File: src/rtl/bgen_pkg.sv
package bgen_pkg;

    localparam int LANE_W = 2;

    typedef logic [LANE_W-1:0] lane_t;

    typedef enum logic {
        ORD_LINEAR     = 1'b0,
        ORD_INTERLEAVE = 1'b1
    } order_e;

    // Low address pair for a given beat of the burst
    function automatic lane_t beat_lane(order_e ord, lane_t start, lane_t beat);
        lane_t r;
        if (ord == ORD_INTERLEAVE) r = start ^ beat;
        else                       r = start + beat;
        return r;
    endfunction

endpackage

File: src/rtl/bgen_loader.sv
module bgen_loader
    import bgen_pkg::*;
#(
    parameter int ADDR_W = 20
) (
    input  logic              clk,
    input  logic              rst,
    input  logic              en,
    input  logic              load,
    input  logic [ADDR_W-1:0] addr_in,
    input  logic              order_in,
    output logic [ADDR_W-1:0] start_q,
    output order_e            order_q
);
    always_ff @(posedge clk) begin
        if (rst) begin
            start_q <= '0;
            order_q <= ORD_LINEAR;
        end else if (en && load) begin
            start_q <= addr_in;
            order_q <= order_e'(order_in);
        end
    end
endmodule

File: src/rtl/bgen_beat_ctr.sv
module bgen_beat_ctr
    import bgen_pkg::*;
(
    input  logic  clk,
    input  logic  rst,
    input  logic  en,
    input  logic  load,
    output lane_t beat_q
);
    always_ff @(posedge clk) begin
        if (rst)       beat_q <= '0;
        else if (en) begin
            if (load)  beat_q <= '0;
            else       beat_q <= beat_q + lane_t'(1);
        end
    end
endmodule

File: src/rtl/burst_addr_gen.sv
module burst_addr_gen
    import bgen_pkg::*;
#(
    parameter int ADDR_W = 20
) (
    input  logic              clk,
    input  logic              rst,
    input  logic              suspend,
    input  logic              step,
    input  logic              order_sel,
    input  logic [ADDR_W-1:0] ext_addr,
    output logic [ADDR_W-1:0] cur_addr
);
    localparam int HI_W = ADDR_W - LANE_W;

    logic              en;
    logic              load;
    logic [ADDR_W-1:0] start_q;
    order_e            order_q;
    lane_t             beat_q;

    assign en   = !suspend;
    assign load = !step;

    bgen_loader #(.ADDR_W(ADDR_W)) u_loader (
        .clk      (clk),
        .rst      (rst),
        .en       (en),
        .load     (load),
        .addr_in  (ext_addr),
        .order_in (order_sel),
        .start_q  (start_q),
        .order_q  (order_q)
    );

    bgen_beat_ctr u_beat (
        .clk    (clk),
        .rst    (rst),
        .en     (en),
        .load   (load),
        .beat_q (beat_q)
    );

    generate
        if (HI_W > 0) begin : g_hi
            assign cur_addr[ADDR_W-1:LANE_W] = start_q[ADDR_W-1:LANE_W];
        end
    endgenerate

    assign cur_addr[LANE_W-1:0] = beat_lane(order_q, start_q[LANE_W-1:0], beat_q);
endmodule

File: config.mk
export PLATFORM = sky130hd
export DESIGN_NAME = burst_addr_gen
export DESIGN_NICKNAME = d
export VERILOG_FILES = /design/src/rtl/bgen_pkg.sv /design/src/rtl/bgen_loader.sv /design/src/rtl/bgen_beat_ctr.sv /design/src/rtl/burst_addr_gen.sv
export SDC_FILE = /design/constraint.sdc
export NUM_CORES = 1
export LEC_CHECK = 0
export ABC_CLOCK_PERIOD_IN_PS = 900
export BUFFER_PORTS_ARGS = -buffer_cell sky130_fd_sc_hd__buf_2
export CORE_MARGIN = 3
export CORE_UTILIZATION = 41
export CTS_BUF_LIST = sky130_fd_sc_hd__clkbuf_16
export CTS_CLUSTER_SIZE = 10
export DETAILED_ROUTE_END_ITERATION = 8
export HOLD_SLACK_MARGIN = 0.03
export PLACE_DENSITY = 0.85
export REMOVE_ABC_BUFFERS = 1
export SLEW_MARGIN = 10
export SYNTH_ARGS = -nofsm -noshare
export SYNTH_HDL_FRONTEND = slang
export SYNTH_SLANG_ARGS = --single-unit
File: constraint.sdc
create_clock -name clk -period 0.9 [get_ports clk]
set_clock_uncertainty 0.15 [all_clocks]
set_input_delay 0.09 -clock clk [delete_from_list [all_inputs] [get_ports clk]]
set_output_delay 0.09 -clock clk [all_outputs]
set_load 0.01 [all_outputs]
==> results of run 1 <==
-- layout make-up --
class | instances | area [um2] | area share
clock buffers | 3 | 75.1 | 0.0460
clock inverters | 1 | 5.00 | 0.00307
well taps | 28 | 35.0 | 0.0215
flip-flops and latches | 23 | 485 | 0.298
multi-input cells | 76 | 408 | 0.250
repair buffers | 71 | 623 | 0.382
-- power by group --
group | internal (mW) | switching [mW]
logic | 0.251 | 0.184
clock network | 0.597 | 0.356
registers | 1.07 | 0.0373
-- flip-flops by register name, indices dropped and copies added (netlist names) --
name              cells
u_beat.beat_q         2
u_loader.order_q      1
u_loader.start_q     20
-- cells in the mapped netlist --
master and n:
xnor2_1 2, mux2i_1 1, buf_6 2, nor2b_1 2, or2_4 1, ha_1 1, buf_2 3, o21ai_0 1
nand3_1 1, nor2_1 2, a21oi_1 20, dfxtp_1 23, nor2_2 1, a21oi_2 2, nand2_1 42, buf_4 18
clkbuf_1 1
-- final timing paths --
path / startpoint / end / slack (ns) / depth (start not counted)
worst max-delay path: u_beat.beat_q[0]$_SDFFE_PP0N_ / cur_addr[1] / -0.51 / 4
worst min-delay path: step / u_beat.beat_q[1]$_SDFFE_PP0N_ / 0.02 / 3
worst max register to register: u_beat.beat_q[0]$_SDFFE_PP0N_ / u_beat.beat_q[0]$_SDFFE_PP0N_ / -0.21 / 5
worst min register to register: u_loader.start_q[18]$_SDFFE_PP0P_ / u_loader.start_q[18]$_SDFFE_PP0P_ / 0.31 / 2
-- through the flow --
step	total power, mW	instances
5_1_grt	2.60	202
3_5_place_dp	1.38	177
4_1_cts	2.47	204
3_3_place_gp	1.37	177
6_report	2.50	202
2_1_floorplan	1.22	99
-- timing repair --
item | CTS | global route
pin swaps | 2 | 3
hold endpoints to repair | 22 | 0
gates resized for setup | 47 | 8
hold buffers | 21 | 0
setup endpoints to repair | 22 | 30
setup buffers | 2 | 1
-- worst max-delay path, delay by kind of cell, from the launching register on --
kind          cells  cell delay, ns
xor+xnor          1            0.15
simple gates      1            0.12
buf+inv           1            0.16
flops             1            0.34
fa+ha+maj         1            0.15
-- cells by family after synthesis --
logic type | Yosys count | share of synthesized area
buffers and inverters | 24 | 0.177
XOR/XNOR | 2 | 0.0176
flip-flops | 23 | 0.462
adder cells (fa/ha/maj) | 1 | 0.0125
AO/OA/AOI/OAI | 23 | 0.123
AND/OR/NAND/NOR | 49 | 0.198
multiplexers | 1 | 0.0100
-- routing by layer --
metal	track usage	routed length, um	vias up
met5	0	0	-
met4	0.0625	99	0
met3	0.0607	169	12
met2	0.422	1700	38
met1	0.199	1090	459
li1	-	-	473
==> results.json, run 1 <==
{
  "status": "complete, but fails checks",
  "violations": "negative setup slack",
  "placed_cell_area_um2": 1130,
  "clk_latency_ns": 0.26,
  "setup_viol": 22,
  "grt_max_degree": 24,
  "track_usage": 0.210,
  "crit_required_ns": 0.66,
  "hold_viol": 0,
  "nFillCells": 154,
  "die_h_um": 55.3,
  "antennaDiodeCount": 0,
  "cts_made_buffers": 3,
  "ys_top_cells_by_area": "dfxtp_1 46%, nand2_1 16%, buf_4 14%",
  "fin_hold_ws_ns": 0.0156,
  "fmax_mhz": 708,
  "grt-ovfl-total": 0,
  "area_growth_pct": 63.6,
  "antenna_left": 0,
  "fin_ws_ns": -0.512,
  "min_period_over_period": 1.57,
  "path_class": "register to primary output",
  "critical_path.cell_chain": "ha_4 -> nor2b_4 -> xnor2_1 -> buf_2",
  "final_common_cell": "nand2_1",
  "synth_cells": 123,
  "cts.sinks": 23,
  "slew_viol_final": 0,
  "dp_hpwl_um": 1590,
  "ys_seq_area_frac": 0.462,
  "slowest_delay_ns": 0.34,
  "antenna_found_initial": 0,
  "grt_pass1_vias": 1128,
  "crit_path_top_delay_cell": "dfxtp_2",
  "drt_iter0_markers": 18,
  "rows": 17,
  "cts_htree_levels": 1,
  "synthesis.area_um2": 997,
  "layout_common_cells": "40 x nand2_1, 22 x buf_2, 20 x buf_6, 20 x dfxtp_2, 19 x dlygate4sd3_1",
  "irDropWorstVdd_uv": 1440,
  "fin_crit_ns": 1.41,
  "slew_headroom": 0.841,
  "arrival_ns": 1.17,
  "die_x_um": 55.3,
  "core_area_um2": 2250,
  "max_cap_viol_count": 0,
  "synth_area_per_cell_um2": 8.11,
  "ios": 45,
  "port_buffers": 44,
  "power_density_nw_per_um2": 1530,
  "p_leak_nw": 0.713,
  "finalSetupTns_ns": -1.80,
  "first_pass_iters": 4,
  "grt_pass1_wl_um": 5060,
  "rsz0062_at_grt": "yes",
  "dieArea_um2": 3060,
  "worst_slew_pin_slew_ns": 0.239,
  "hp-class": "input port to register",
  "synth_cell_types": 17,
  "startpoint_type": "register",
  "final_core_util": 0.724,
  "finalInstanceArea_um2": 1630,
  "ys_warn_count": 0,
  "start_util": 0.442,
  "synth_largest_area_cell": "dfxtp_1",
  "avgViaCountPerCell": 4.86,
  "wire_per_inst_um": 15.1,
  "drc": 0,
  "clockBufferDepth": 2,
  "dp_slack_ns": -0.231,
  "place.gp.congestion": 0.814,
  "root_buffer": "clkbuf_16",
  "clk_pin_slew_ns": 0.06,
  "fin_nets": 201,
  "drive_gt1_frac": 0.500,
  "cp_max_fo": 2,
  "routed_wl_um": 3060,
  "synth_seq_cells": 23,
  "tritoncts": "built",
  "synth.top_cell.area_share": 0.462,
  "vias": 982,
  "cp-end-kind": "primary output"
}
Power figures use the tool's default switching activity.
==> inputs of run 2 (changes only) <==
CTS_BUF_LIST = sky130_fd_sc_hd__clkbuf_8 sky130_fd_sc_hd__clkbuf_16   (was sky130_fd_sc_hd__clkbuf_16)
==> run 2 against run 1 <==
Power decreased by 13%. Sequential share of layout area increased by 0.75 points. Critical path depth unchanged. Die area unchanged. Sequential cell count unchanged. Sequential power about the same. Count of clock-buffer cells in the layout unchanged. The flow finishes with violations (negative hold slack, negative setup slack). Critical path type unchanged. Maximum frequency increased by 1.4%. Via count decreased by 0.20%.
==> results.json, run 2 (synthesis results as in run 1) <==
{
  "fin_crit_ns": 1.39,
  "cp_max_fo": 2,
  "status": "complete, but fails checks",
  "largest_reg_flops": 20,
  "cp-end-kind": "primary output",
  "core_area_um2": 2250,
  "min_period_over_period": 1.55,
  "critPathTopFamily": "flip-flops",
  "track_usage": 0.194,
  "postCtsHoldBufs": 21,
  "avgViaCountPerCell": 4.78,
  "met3_length_um": 155,
  "antenna_left": 0,
  "start_util": 0.442,
  "clockBufferDepth": 2,
  "top_layer": "met4",
  "grt_pass1_vias": 1099,
  "hp-class": "input port to register",
  "clk_latency_ns": 0.27,
  "setup_viol": 23,
  "root_buffer": "clkbuf_8",
  "grt_max_degree": 24,
  "max_cap_viol_count": 0,
  "rsz0062_at_grt": "yes",
  "port_buffers": 44,
  "cts_made_buffers": 3,
  "drt_iter0_markers": 16,
  "first_pass_iters": 4,
  "startpoint_type": "register",
  "grt_pass1_wl_um": 4750,
  "cts_htree_levels": 1,
  "clk_pin_slew_ns": 0.08,
  "top_register": "u_loader.start_q",
  "slew_viol_final": 0,
  "tritoncts": "built",
  "final_core_util": 0.706,
  "cts.sinks": 23,
  "wl_met1_um": 1070,
  "routed_wl_um": 2900,
  "ios": 45,
  "p_leak_nw": 0.690,
  "irDropWorstVdd_uv": 1280,
  "slowest_delay_ns": 0.34,
  "critical_path.cell_chain": "ha_4 -> nor2b_4 -> xnor2_1 -> buf_2",
  "dp_hpwl_um": 1590,
  "nFillCells": 161,
  "area_growth_pct": 59.6,
  "grt-ovfl-total": 0,
  "worst_slew_pin_slew_ns": 0.239,
  "hold_viol": 1,
  "violations": "negative hold slack, negative setup slack",
  "arrival_ns": 1.15,
  "drive_gt1_frac": 0.486,
  "r2r_slack_ns": -0.14,
  "path_buf_inv": 1,
  "vias": 980,
  "crit_path_top_delay_cell": "dfxtp_2",
  "fin_hold_ws_ns": -0.00245,
  "wl_met2_um": 1620,
  "final_common_cell": "nand2_1",
  "dp.cells": 177,
  "die_h_um": 55.3,
  "fmax_mhz": 718,
  "dieArea_um2": 3060,
  "die_x_um": 55.3,
  "wire_per_inst_um": 14.2,
  "stdcell_count": 205,
  "place.gp.congestion": 0.814,
  "path_class": "register to primary output",
  "fin_ws_ns": -0.492,
  "power_density_nw_per_um2": 1370,
  "layout_common_cells": "42 x nand2_1, 25 x buf_2, 21 x dlygate4sd3_1",
  "antenna_found_initial": 0,
  "slew_headroom": 0.841,
  "fin_nets": 204,
  "crit_required_ns": 0.66,
  "top_regs": "u_loader.start_q x20, u_beat.beat_q x2, u_loader.order_q x1",
  "dp_slack_ns": -0.231,
  "rows": 17,
  "antennaDiodeCount": 0,
  "drc": 0
}
run 2: changes by cell type in the layout (fill, tap and decap cells not counted), moves of 3 or more:
cell	previous run	this run
a21oi_1	16	19
clkbuf_8	0	3
clkbuf_16	3	0
a21oi_2	6	3
buf_2	22	25
run 2: worst paths after layout:
path                                           from                                end  cells past startpoint
hold / removal                                 step      u_beat.beat_q[1]$_SDFFE_PP0N_                      3
hold reg to reg   u_loader.start_q[18]$_SDFFE_PP0P_  u_loader.start_q[18]$_SDFFE_PP0P_                      2
setup / recovery   u_loader.start_q[0]$_SDFFE_PP0P_                        cur_addr[1]                      4
setup reg to reg      u_beat.beat_q[0]$_SDFFE_PP0N_      u_beat.beat_q[1]$_SDFFE_PP0N_                      4
run 2: repair_timing:
| item | CTS | global route |
|---|---|---|
| hold endpoints to repair | 22 | 1 |
| setup endpoints to repair | 22 | 22 |
| pin swaps | 2 | 4 |
| setup buffers | 2 | 3 |
| gates resized for setup | 47 | 2 |
run 2: metal layers:
metal,GRT usage,up-vias
met1,0.187,462
met5,0,-
met4,0.0868,0
met2,0.380,34
met3,0.0467,5
li1,-,479
run 2: cell type report:
type                    count  area, um2  area share
clock buffers               3       41.3      0.0259
clock inverters             1       5.00     0.00314
multi-input cells          76        395       0.248
flip-flops and latches     23        485       0.305
well taps                  28       35.0      0.0220
repair buffers             74        629       0.395
run 2: where the power goes:
part / internal (mW) / total [mW] / switching, mW
registers: 1.07 / 1.11 / 0.0362
clock network: 0.309 / 0.639 / 0.330
logic: 0.248 / 0.425 / 0.177
total: 1.63 / 2.17 / 0.543
run 2: through the flow:
step                total power, mW  cell area (um2)  TNS [ns]
detailed placement             1.38             1130     -2.38
floorplan                      1.22              821     -1.35
finish                         2.17             1590     -1.97
global route                   2.28             1590     -2.69
global placement               1.37             1130     -1.80
CTS                            2.15             1580     -1.99
run 2: tightest hold or removal path: cells and delay by family:
family          cells  cell delay [ns]
simple gates        1             0.10
buf+inv             1             0.13
compound gates      1             0.05
